**config.mk**
```make
export PLATFORM = sky130hd
export DESIGN_NAME = pll_cfg_rx
export DESIGN_NICKNAME = d
export VERILOG_FILES = /design/src/rtl/pll_cfg_pkg.sv /design/src/rtl/pll_cfg_sync.sv /design/src/rtl/pll_cfg_edge.sv /design/src/rtl/pll_cfg_fsm.sv /design/src/rtl/pll_cfg_rx.sv
export SDC_FILE = /design/constraint.sdc
export NUM_CORES = 1
export LEC_CHECK = 0
export BUFFER_PORTS_ARGS = -buffer_cell sky130_fd_sc_hd__buf_2
export CELL_PAD_IN_SITES_DETAIL_PLACEMENT = 0
export CELL_PAD_IN_SITES_GLOBAL_PLACEMENT = 1
export CORE_MARGIN = 8
export CORE_UTILIZATION = 51
export CTS_CLUSTER_SIZE = 24
export DETAILED_ROUTE_END_ITERATION = 8
export PLACE_DENSITY_LB_ADDON = 0.1
export SKIP_CTS_REPAIR_TIMING = 1
export SLEW_MARGIN = 20
export SYNTH_ARGS = -nofsm -noshare
export SYNTH_HDL_FRONTEND = slang
export SYNTH_SLANG_ARGS = --single-unit
```
**constraint.sdc**
```tcl
create_clock -name clk -period 4 [get_ports clk]
set_input_delay 0.4 -clock clk [delete_from_list [all_inputs] [get_ports clk]]
set_output_delay 0.4 -clock clk [all_outputs]
set_load 0.02 [all_outputs]
```
**src/rtl/pll_cfg_pkg.sv**
```systemverilog
package pll_cfg_pkg;

    typedef enum logic [2:0] {
        ST_IDLE,
        ST_MUL,
        ST_DIV,
        ST_POST,
        ST_DONE
    } rx_state_e;

    function automatic int max3(input int a, input int b, input int c);
        int m;
        m = (a > b) ? a : b;
        return (m > c) ? m : c;
    endfunction

endpackage

```
**src/rtl/pll_cfg_sync.sv**
```systemverilog
// Multi-lane synchroniser chain into the system clock domain.
module pll_cfg_sync #(
    parameter int WIDTH  = 3,
    parameter int STAGES = 2
) (
    input  logic             clk,
    input  logic             rst_n,
    input  logic [WIDTH-1:0] raw_in,
    output logic [WIDTH-1:0] sync_out
);
    logic [WIDTH-1:0] chain [STAGES];

    always_ff @(posedge clk or negedge rst_n) begin
        if (!rst_n) begin
            for (int i = 0; i < STAGES; i++) chain[i] <= '0;
        end else begin
            chain[0] <= raw_in;
            for (int i = 1; i < STAGES; i++) chain[i] <= chain[i-1];
        end
    end

    assign sync_out = chain[STAGES-1];
endmodule

```
**src/rtl/pll_cfg_edge.sv**
```systemverilog
// Rising-edge detector on already synchronised levels.
module pll_cfg_edge #(
    parameter int WIDTH = 2
) (
    input  logic             clk,
    input  logic             rst_n,
    input  logic [WIDTH-1:0] level,
    output logic [WIDTH-1:0] rise
);
    logic [WIDTH-1:0] prev_q;

    always_ff @(posedge clk or negedge rst_n) begin
        if (!rst_n) prev_q <= '0;
        else        prev_q <= level;
    end

    assign rise = level & ~prev_q;
endmodule

```
**src/rtl/pll_cfg_fsm.sv**
```systemverilog
// Frame state machine: counts bits, cuts fields, commits on the last bit.
module pll_cfg_fsm
    import pll_cfg_pkg::*;
#(
    parameter int MUL_W  = 7,
    parameter int DIV_W  = 7,
    parameter int POST_W = 2,
    localparam int FRAME_BITS = MUL_W + DIV_W + POST_W,
    localparam int CNT_W      = $clog2(FRAME_BITS + 1)
) (
    input  logic              clk,
    input  logic              rst_n,
    input  logic              latch_rise,
    input  logic              bit_rise,
    input  logic              ser_bit,
    output logic [MUL_W-1:0]  mul_n,
    output logic [DIV_W-1:0]  div_d,
    output logic [POST_W-1:0] post_p,
    output logic              cfg_update,
    output logic              cfg_invalid,
    output rx_state_e         state_q,
    output logic [CNT_W-1:0]  bit_cnt
);
    localparam int ACC_W = max3(MUL_W, DIV_W, POST_W);
    localparam logic [CNT_W-1:0] LAST_MUL = CNT_W'(MUL_W - 1);
    localparam logic [CNT_W-1:0] LAST_DIV = CNT_W'(MUL_W + DIV_W - 1);
    localparam logic [CNT_W-1:0] LAST_BIT = CNT_W'(FRAME_BITS - 1);

    rx_state_e        state_d;
    logic [ACC_W-1:0] acc_q;
    logic [ACC_W-1:0] shifted;
    logic [MUL_W-1:0] pend_n;
    logic [DIV_W-1:0] pend_d;
    logic             collecting;

    assign shifted    = {acc_q[ACC_W-2:0], ser_bit};
    assign collecting = (state_q == ST_MUL) || (state_q == ST_DIV) || (state_q == ST_POST);

    // next-state logic
    always_comb begin
        state_d = state_q;
        if (latch_rise) begin
            state_d = ST_MUL;                                  // T_START
        end else begin
            unique case (state_q)
                ST_IDLE: state_d = ST_IDLE;
                ST_MUL:  if (bit_rise && bit_cnt == LAST_MUL) state_d = ST_DIV;   // T_MUL_END
                ST_DIV:  if (bit_rise && bit_cnt == LAST_DIV) state_d = ST_POST;  // T_DIV_END
                ST_POST: if (bit_rise && bit_cnt == LAST_BIT) state_d = ST_DONE;  // T_COMMIT
                ST_DONE: state_d = ST_DONE;
                default: state_d = ST_IDLE;
            endcase
        end
    end

    // state register
    always_ff @(posedge clk or negedge rst_n) begin
        if (!rst_n) state_q <= ST_IDLE;
        else        state_q <= state_d;
    end

    // datapath and outputs
    always_ff @(posedge clk or negedge rst_n) begin
        if (!rst_n) begin
            bit_cnt     <= '0;
            acc_q       <= '0;
            pend_n      <= '0;
            pend_d      <= '0;
            mul_n       <= '0;
            div_d       <= '0;
            post_p      <= '0;
            cfg_update  <= 1'b0;
            cfg_invalid <= 1'b0;
        end else begin
            cfg_update <= 1'b0;
            if (latch_rise) begin
                bit_cnt <= '0;
                acc_q   <= '0;
            end else if (bit_rise && collecting) begin
                bit_cnt <= bit_cnt + 1'b1;
                acc_q   <= shifted;
                unique case (state_q)
                    ST_MUL: if (bit_cnt == LAST_MUL) begin
                        pend_n <= shifted[MUL_W-1:0];
                        acc_q  <= '0;
                    end
                    ST_DIV: if (bit_cnt == LAST_DIV) begin
                        pend_d <= shifted[DIV_W-1:0];
                        acc_q  <= '0;
                    end
                    ST_POST: if (bit_cnt == LAST_BIT) begin
                        mul_n      <= pend_n;
                        div_d      <= pend_d;
                        post_p     <= shifted[POST_W-1:0];
                        cfg_update <= 1'b1;
                        if (pend_d == '0 || shifted[POST_W-1:0] == '0)
                            cfg_invalid <= 1'b1;
                    end
                    default: ;
                endcase
            end
        end
    end
endmodule

```
**src/rtl/pll_cfg_rx.sv**
```systemverilog
// Top: passive receiver of synthesizer parameters from a shared serial bus.
module pll_cfg_rx #(
    parameter int MUL_W       = 7,
    parameter int DIV_W       = 7,
    parameter int POST_W      = 2,
    parameter int SYNC_STAGES = 2
) (
    input  logic              clk,
    input  logic              rst_n,
    input  logic              ser_data,
    input  logic              ser_clk,
    input  logic              ser_latch,
    output logic [MUL_W-1:0]  mul_n,
    output logic [DIV_W-1:0]  div_d,
    output logic [POST_W-1:0] post_p,
    output logic              cfg_update,
    output logic              cfg_invalid
);
    localparam int LANES = 3;
    localparam int CNT_W = $clog2(MUL_W + DIV_W + POST_W + 1);

    logic [LANES-1:0]        lane_lvl;
    logic [1:0]              lane_rise;
    logic                    latch_rise;
    logic                    bit_rise;
    pll_cfg_pkg::rx_state_e  state;
    logic [CNT_W-1:0]        bit_cnt;

    pll_cfg_sync #(.WIDTH(LANES), .STAGES(SYNC_STAGES)) u_sync (
        .clk      (clk),
        .rst_n    (rst_n),
        .raw_in   ({ser_latch, ser_clk, ser_data}),
        .sync_out (lane_lvl)
    );

    pll_cfg_edge #(.WIDTH(2)) u_edge (
        .clk   (clk),
        .rst_n (rst_n),
        .level (lane_lvl[2:1]),
        .rise  (lane_rise)
    );

    assign latch_rise = lane_rise[1];
    assign bit_rise   = lane_rise[0];

    pll_cfg_fsm #(.MUL_W(MUL_W), .DIV_W(DIV_W), .POST_W(POST_W)) u_fsm (
        .clk         (clk),
        .rst_n       (rst_n),
        .latch_rise  (latch_rise),
        .bit_rise    (bit_rise),
        .ser_bit     (lane_lvl[0]),
        .mul_n       (mul_n),
        .div_d       (div_d),
        .post_p      (post_p),
        .cfg_update  (cfg_update),
        .cfg_invalid (cfg_invalid),
        .state_q     (state),
        .bit_cnt     (bit_cnt)
    );
endmodule

```
Word level (Yosys, flattened, before mapping)
Index checks and enable logic that the tools add are counted.

Bits in registers: 54. Bits of input ports: 5. Output and inout bits: 18. Logic and storage cells: 58.

Add/sub/neg operators: 1. Equality and inequality tests: 10. Multiplexer cells: 16. Bitwise gates (word level): 3. Reduce and logical (&&, ||, !) cells: 15.

Operator list (number): $mux W6 (4); $mux W3 (4); $pmux W3 S4 (1); $pmux W6 S2 (1); $reduce_and A4 Y1 (3); $eq A5 B4 Y1 const B (2); $mux W5 (2); $ne A3 B3 Y1 const B (3); $logic_not A7 Y1 (1); $eq A3 B2 Y1 const B (2); $add A5 B1 Y5 const B (1); $eq A5 B3 Y1 const B (1); $reduce_and A5 Y1 (1); $logic_and A1 B1 Y1 (4); $mux W1 (4); $eq A3 B1 Y1 const B (1); $eq A3 B3 Y1 const B (1); $logic_or A1 B1 Y1 (3); $reduce_and A3 Y1 (1); $and A2 B2 Y2 (1); $logic_not A2 Y1 (1); $not A2 Y2 (1); $reduce_bool A2 Y1 (1); $not A1 Y1 (1).

Logic depth before layout (Yosys ltp)
Gate-level depths: netlist of the first run.

Depth in word-level cells: 6. Mapped depth: 7. Mapped depth without buffers: 7.

By module
Synthesis of the first run repeated with hierarchy kept, for this count alone.

Cells, all modules: 175. Area, all modules: 2341.0 um^2.

By module, submodules not included: pll_cfg_fsm (times used 1, cells each 162, area an instance 2090.8 um^2, sequential area each 1151.1 um^2); pll_cfg_sync (times used 1, cells each 9, area an instance 172.7 um^2, sequential area each 150.1 um^2); pll_cfg_edge (times used 1, cells each 4, area an instance 77.6 um^2, sequential area each 50.0 um^2).

Worst setup path before layout of the first run
OpenSTA, ideal clock, no wires.

Path kind: register -> register. Start: register u_fsm.bit_cnt[0]. End: register u_fsm.post_p[0]. Setup time: 0.127 ns. Data arrival time: 1.688 ns. Data required time: 3.873 ns. Setup slack: 2.184 ns. Stages on the path, launching flop included: 8. Clock period less this slack: 1.816 ns. Cells stage by stage: dfrtp_1 ha_1 and3_1 ha_1 and3_1 buf_6 buf_8 mux2_1.

Word-level cells in the longest chain between the ends: 2.

Ends and longest elaborated chain: start, declared (RTL line pll_cfg_fsm.sv:22) `output logic [CNT_W-1:0] bit_cnt`; start signal, assigned (RTL line pll_cfg_fsm.sv:80) `bit_cnt <= bit_cnt + 1'b1;`; $eq A5 B4 Y1 (RTL line pll_cfg_fsm.sv:91) `ST_POST: if (bit_cnt == LAST_BIT) begin`; $reduce_and A4 Y1 (no source line); end signal, assigned (RTL line pll_cfg_fsm.sv:94) `post_p <= shifted[POST_W-1:0];`; end, declared (RTL line pll_cfg_fsm.sv:18) `output logic [POST_W-1:0] post_p,`.

No other way between the ends. A chain may end at the register's enable or synchronous reset.

Worst setup path in the final report of the first run
Start: register u_fsm.bit_cnt[0]. End: register u_fsm.post_p[1].

Same word-level chain as after synthesis.

==> qor.txt, run 1 <==
GR Overflow Total = 0
Final Non-Filler Cells = 224
YS warnings = 0
I/O Pins = 23
Post-Layout Inst Area = 0.002372 mm2
Worst skew pair latency = 0.30 ns
Final core occ = 0.5888
Place WS = 1.753 ns
Initial antenna violation count = 0
GR peak layer = met2
Root buffer cell = clkbuf_8
Pleak = 1.228 nW
Cells after DPL = 217
Routed vias = 1248
Most frequent cells in the layout = 54 x dfrtp_1, 23 x mux2_2, 21 x buf_2
R2R setup slack = 1.76 ns
Worst reg2reg path startpoint = u_fsm.bit_cnt[0]$_DFFE_PN0P_
Slew Viols, Final = 0
Fin nets = 183
Largest area contributor in the netlist = dfrtp_1
Met3 Resource Use GR = 0.03863
Starting Density = 0.5360
Via density = 5.571
Mean Syn Cell Area = 14.49 um2
Met2 usage = 0.1828
Fmax = 0.4461 GHz
Least-Margin Pin Slew = 0.8656 ns
Final setup vio count = 0
Hold Vio Cnt, Final = 0
Antenna viol nets, final = 0
Number of synthesized register bits = 54
CTS clk-pin slew, worst paths = 0.09 ns
Final min period = 2.242 ns
Fillcell total = 353
Setup CP Type = reg2reg
Sink Count = 54
Pin count of the biggest net entering global routing = 55
CTS tree = yes
Core Area = 0.004029 mm2
CP Data Arrival Time = 2.43 ns
Reg2reg path depth = 5
DRC viols = 0
Worst VDD drop = 0.0002581 V
I/O Buffers = 22
Period utilisation layout = 0.5604
Die X = 81.07 um
TritonRoute pass-1 iters = 4
Final WL = 3.719 mm
Most common cell after layout, fill and taps aside = dfrtp_1
End of the worst register-to-register path = u_fsm.post_p[1]$_DFFE_PN0P_
PwrDens = 383.5 mW/mm2
Synth top area share = 0.6257
Vias in the first global route = 1322
Hpwl dp = 2.644 mm
H-tree level count = 2
Area contributors post-synth = dfrtp_1 63%, mux2_2 12%, mux2_1 3.7%, a22o_1 2.4%, ha_1 2.3%
Per-cell routed wire length = 16.60 um
Maxcap violations = 0
Seq/Total Area, Yosys = 0.6257
Area growth, synth to finish = 9.850%
Worst clock skew = 0.006860 ns
First-pass GRT wire length = 6.472 mm
Total global-route track usage = 0.1274
Site row count = 23
Die height = 81.07 um
Relative slew slack = 0.4229
Total CTS buffers = 5
Layout cells sized above 1 = 0.3276
Setup WS post-layout = 1.758 ns
Fin Setup TNS = 0 ns
Worst endpoint required time = 4.19 ns
Library cells used by synthesis = 32
CTS Buffer Depth = 2
CP max FO = 19
Die footprint = 0.006572 mm2
Post-synthesis cell area = 0.002160 mm2
Drt initial violations = 109
CP Capture Type = register
Syn_nets = 158
Startpoint Class = register
ANT cells = 0
Crit path from = u_fsm.bit_cnt[0]$_DFFE_PN0P_
GPL Wtd Cong = 0.8158
Met1 usage = 0.1764
Status = completed
Synth Instances = 149
RSZ-0062 raised after global routing = no
Placement Cell Area = 0.002290 mm2
Tightest Hold Check Type = in2async
==> per-stage QoR <==
stage / power [mW] / hold WS (ns)
6_report: 0.9099 / 0.1243
3_5_place_dp: 0.6390 / 0.3370
2_1_floorplan: 0.6148 / 0.1044
3_3_place_gp: 0.6349 / 0.3322
5_1_grt: 0.9534 / 0.1718
4_1_cts: 0.9192 / 0.1966
==> flip-flops by register name, indices dropped and copies added, names as in the netlist <==
name / cells
u_edge.prev_q: 2
u_fsm.acc_q: 6
u_fsm.bit_cnt: 5
u_fsm.cfg_invalid: 1
u_fsm.cfg_update: 1
u_fsm.div_d: 7
u_fsm.mul_n: 7
u_fsm.pend_d: 7
u_fsm.pend_n: 7
u_fsm.post_p: 2
u_fsm.state_q: 3
u_sync.chain: 3
u_sync.sync_out: 3
==> critical path: stages, from the launching register on <==
cell,delay [ns]
dfrtp_1,0.43
ha_1,0.21
and3_1,0.16
ha_1,0.18
and3_1,0.74
mux2_2,0.41
==> worst max-delay path by stage <==
| stage | endpoint | slack, ns | cells after the start |
|---|---|---|---|
| global placement | u_fsm.mul_n[3]$_DFFE_PN0P_ | 1.83 | 4 |
| finish | u_fsm.post_p[1]$_DFFE_PN0P_ | 1.76 | 5 |
| floorplan | u_fsm.post_p[0]$_DFFE_PN0P_ | 2.18 | 7 |
| CTS | u_fsm.div_d[6]$_DFFE_PN0P_ | 1.74 | 5 |
| global route | u_fsm.div_d[6]$_DFFE_PN0P_ | 1.58 | 5 |
| detailed placement | u_fsm.div_d[6]$_DFFE_PN0P_ | 1.75 | 5 |
==> per-layer routing <==
layer / share of wire / vias to the layer above
li1: - / 585
met1: 0.50 / 637
met2: 0.44 / 22
met3: 0.052 / 4
met4: 0.011 / 0
met5: 0 / -
==> Yosys cell counts <==
library cell,number
dfrtp_1,54
mux2_2,23
nor2_1,8
mux2_1,7
a22o_1,6
ha_1,4
nand2_1,4
nand2b_1,4
a211oi_1,3
inv_1,3
nor2b_1,3
nor3_1,3
a31o_2,2
and3_1,2
buf_6,2
nand3_1,2
nor4_1,2
o21ai_0,2
xnor2_1,2
a21o_1,1
a21oi_1,1
a21oi_2,1
a32oi_1,1
buf_2,1
buf_8,1
nand3b_1,1
nand4b_1,1
nor3_2,1
nor4b_4,1
o311a_1,1
o311ai_0,1
or3b_2,1
==> kinds of logic after synthesis <==
kind of cell / synth area share
flops: 0.6257
simple gates: 0.09154
mux: 0.1564
compound gates: 0.07011
buf+inv: 0.02491
fa+ha+maj: 0.02318
xor+xnor: 0.008113
==> where the power goes <==
| part | switching (mW) | internal (mW) |
|---|---|---|
| Combinational | 0.0304 | 0.0194 |
| Clock | 0.162 | 0.120 |
| Sequential | 0.0169 | 0.561 |
| Total | 0.210 | 0.700 |
==> final cells by class <==
cell class	instances	area, um2	share of cell area
clock buffer	6	72.57	0.03059
clock inverter	1	7.507	0.003165
inverter	3	11.26	0.004747
multi-input combinational	88	754.5	0.3180
sequential	54	1351	0.5696
tap	50	62.56	0.02637
timing repair buffer	22	112.6	0.04747
(Power assumes the default switching activity.)
==> run 2: changes to the inputs <==
--- a/config.mk
+++ b/config.mk
@@ -9,7 +9,7 @@
 export CELL_PAD_IN_SITES_DETAIL_PLACEMENT = 0
 export CELL_PAD_IN_SITES_GLOBAL_PLACEMENT = 1
 export CORE_MARGIN = 8
-export CORE_UTILIZATION = 51
+export CORE_UTILIZATION = 47
 export CTS_CLUSTER_SIZE = 24
 export DETAILED_ROUTE_END_ITERATION = 8
 export PLACE_DENSITY_LB_ADDON = 0.1
==> constraint.sdc (replaced) <==
create_clock -name clk -period 2.3 [get_ports clk]
set_input_delay 0.23 -clock clk [delete_from_list [all_inputs] [get_ports clk]]
set_output_delay 0.23 -clock clk [all_outputs]
set_load 0.02 [all_outputs]
==> run 2 against run 1 <==
Net effect: register-to-register slack got worse by 1.4 ns; first-iteration DRC count is 37% lower; flip-flop and latch count is the same; via count fell by 0.48%; wire length is 3.8% lower; critical endpoint is now u_fsm.mul_n[5]$_DFFE_PN0P_; largest cell class unchanged.
==> qor.txt, run 2 (synthesis results as in run 1) <==
Die height = 83.79 um (was 81.07 um)
PwrDens = 671.3 mW/mm2 (was 383.5 mW/mm2)
CP max FO = 19 (unchanged)
Die X = 83.79 um (was 81.07 um)
Core Area = 0.004384 mm2 (was 0.004029 mm2)
Final setup vio count = 0 (unchanged)
Hpwl dp = 2.604 mm (was 2.644 mm)
Period utilisation layout = 0.8240 (was 0.5604)
Most common cell after layout, fill and taps aside = dfrtp_1 (unchanged)
GPL Wtd Cong = 0.8359 (was 0.8158)
Die footprint = 0.007020 mm2 (was 0.006572 mm2)
Maxcap violations = 0 (unchanged)
Hold Vio Cnt, Final = 0 (unchanged)
Final WL = 3.578 mm (was 3.719 mm)
Sink Count = 54 (unchanged)
Register area = 0.001351 mm2 (unchanged)
Post-Layout Inst Area = 0.002425 mm2 (was 0.002372 mm2)
Multi-input logic area = 754.5 um2 (unchanged)
GR Overflow Total = 0 (unchanged)
Site row count = 24 (was 23)
Worst endpoint required time = 2.50 ns (was 4.19 ns)
I/O Pins = 23 (unchanged)
Worst VDD drop = 0.0004373 V (was 0.0002581 V)
Fmax = 0.5276 GHz (was 0.4461 GHz)
Total CTS buffers = 5 (unchanged)
CTS Buffer Depth = 2 (unchanged)
Per-cell routed wire length = 15.42 um (was 16.60 um)
Setup CP Type = reg2reg (unchanged)
Area growth, synth to finish = 12.28% (was 9.850%)
Worst reg2reg path startpoint = u_fsm.bit_cnt[0]$_DFFE_PN0P_ (unchanged)
CTS tree = yes (unchanged)
Starting Density = 0.4926 (was 0.5360)
Startpoint Class = register (unchanged)
Placement Cell Area = 0.002330 mm2 (was 0.002290 mm2)
ANT cells = 0 (unchanged)
Final Non-Filler Cells = 232 (was 224)
H-tree level count = 2 (unchanged)
Relative slew slack = 0.4190 (was 0.4229)
Place WS = 0.4098 ns (was 1.753 ns)
Layout cells sized above 1 = 0.3556 (was 0.3276)
Tightest Hold Check Type = in2reg (was in2async)
Crit path from = u_fsm.bit_cnt[0]$_DFFE_PN0P_ (unchanged)
Fin nets = 188 (was 183)
Min-delay src = ser_data
Root buffer cell = clkbuf_8 (unchanged)
Drt initial violations = 69 (was 109)
Vias in the first global route = 1304 (was 1322)
Pin count of the biggest net entering global routing = 42 (was 55)
Final min period = 1.895 ns (was 2.242 ns)
Worst clock skew = 0.006183 ns (was 0.006860 ns)
Via density = 5.353 (was 5.571)
TritonRoute pass-1 iters = 4 (unchanged)
CP Data Arrival Time = 2.09 ns (was 2.43 ns)
Status = completed (unchanged)
Fin Setup TNS = 0 ns (unchanged)
Setup WS post-layout = 0.4047 ns (was 1.758 ns)
Most frequent cells in the layout = 54 x dfrtp_1, 23 x mux2_2, 22 x buf_2 (was 54 x dfrtp_1, 23 x mux2_2, 21 x buf_2)
CP Capture Type = register (unchanged)
DRC viols = 0 (unchanged)
Total global-route track usage = 0.1093 (was 0.1274)
CTS clk-pin slew, worst paths = 0.09 ns (about the same)
Worst skew pair latency = 0.30 ns (about the same)
RSZ-0062 raised after global routing = no (unchanged)
Fillcell total = 378 (was 353)
Pleak = 1.262 nW (was 1.228 nW)
I/O Buffers = 22 (unchanged)
First-pass GRT wire length = 6.279 mm (was 6.472 mm)
Least-Margin Pin Slew = 0.8714 ns (was 0.8656 ns)
Initial antenna violation count = 0 (unchanged)
Slew Viols, Final = 0 (unchanged)
Antenna viol nets, final = 0 (unchanged)
Routed vias = 1242 (was 1248)
Cells after DPL = 224 (was 217)
-- run 2: cell types whose count changed in the layout (fill, tap and decap cells not counted) --
cell,before,now
clkinv_2,0,1
clkbuf_8,5,6
buf_2,21,22
buf_4,1,5
clkbuf_1,1,0
-- run 2: worst paths after layout --
| kind | end | cells after the start | slack (ns) |
|---|---|---|---|
| setup / recovery | u_fsm.mul_n[5]$_DFFE_PN0P_ | 6 | 0.40 |
| hold / removal | u_sync.chain[3]$_DFF_PN0_ | 1 | 0.02 |
| setup reg to reg | u_fsm.mul_n[5]$_DFFE_PN0P_ | 6 | 0.40 |
| hold reg to reg | u_sync.sync_out[2]$_DFF_PN0_ | 0 | 0.36 |
| max in group asynchronous | u_sync.sync_out[0]$_DFF_PN0_ | 2 | 1.63 |
| min in group asynchronous | u_fsm.bit_cnt[0]$_DFFE_PN0P_ | 1 | 0.04 |
-- run 2: metrics by stage --
step / hold WS, ns / util / power (mW)
2_1_floorplan: -0.06559 / - / 1.069
3_3_place_gp: 0.3321 / 0.5314 / 1.109
3_5_place_dp: 0.3378 / 0.5314 / 1.114
4_1_cts: 0.01433 / 0.5531 / 1.653
5_1_grt: 0.007432 / 0.5531 / 1.709
6_report: 0.02329 / 0.5531 / 1.628
-- run 2: worst max-delay path, stage by stage, from the launching register on --
cell	delay (ns)
dfrtp_1	0.45
ha_1	0.21
and3_1	0.16
ha_1	0.18
and3_1	0.16
buf_4	0.26
mux2_2	0.37
-- run 2: layout make-up --
type                    instances  share of cell area
well taps                      52             0.02683
flip-flops and latches         54              0.5573
inverters                       3            0.004644
repair buffers                 27             0.06089
multi-input cells              88              0.3111
clock inverters                 2            0.005160
clock buffers                   6             0.03406
-- run 2: where the power goes --
part	switching, mW	internal, mW	leakage [nW]
logic	0.0517	0.0367	0.490
clock network	0.293	0.242	0.0472
registers	0.0288	0.975	0.725
total	0.374	1.25	1.26
-- run 2: routing by layer --
metal / share of wire / global-route usage / vias up
li1: - / - / 592
met3: 0.052 / 0.04199 / 5
met2: 0.43 / 0.1565 / 25
met5: 0 / 0 / -
met1: 0.51 / 0.1460 / 620
met4: 0.015 / 0.03768 / 0
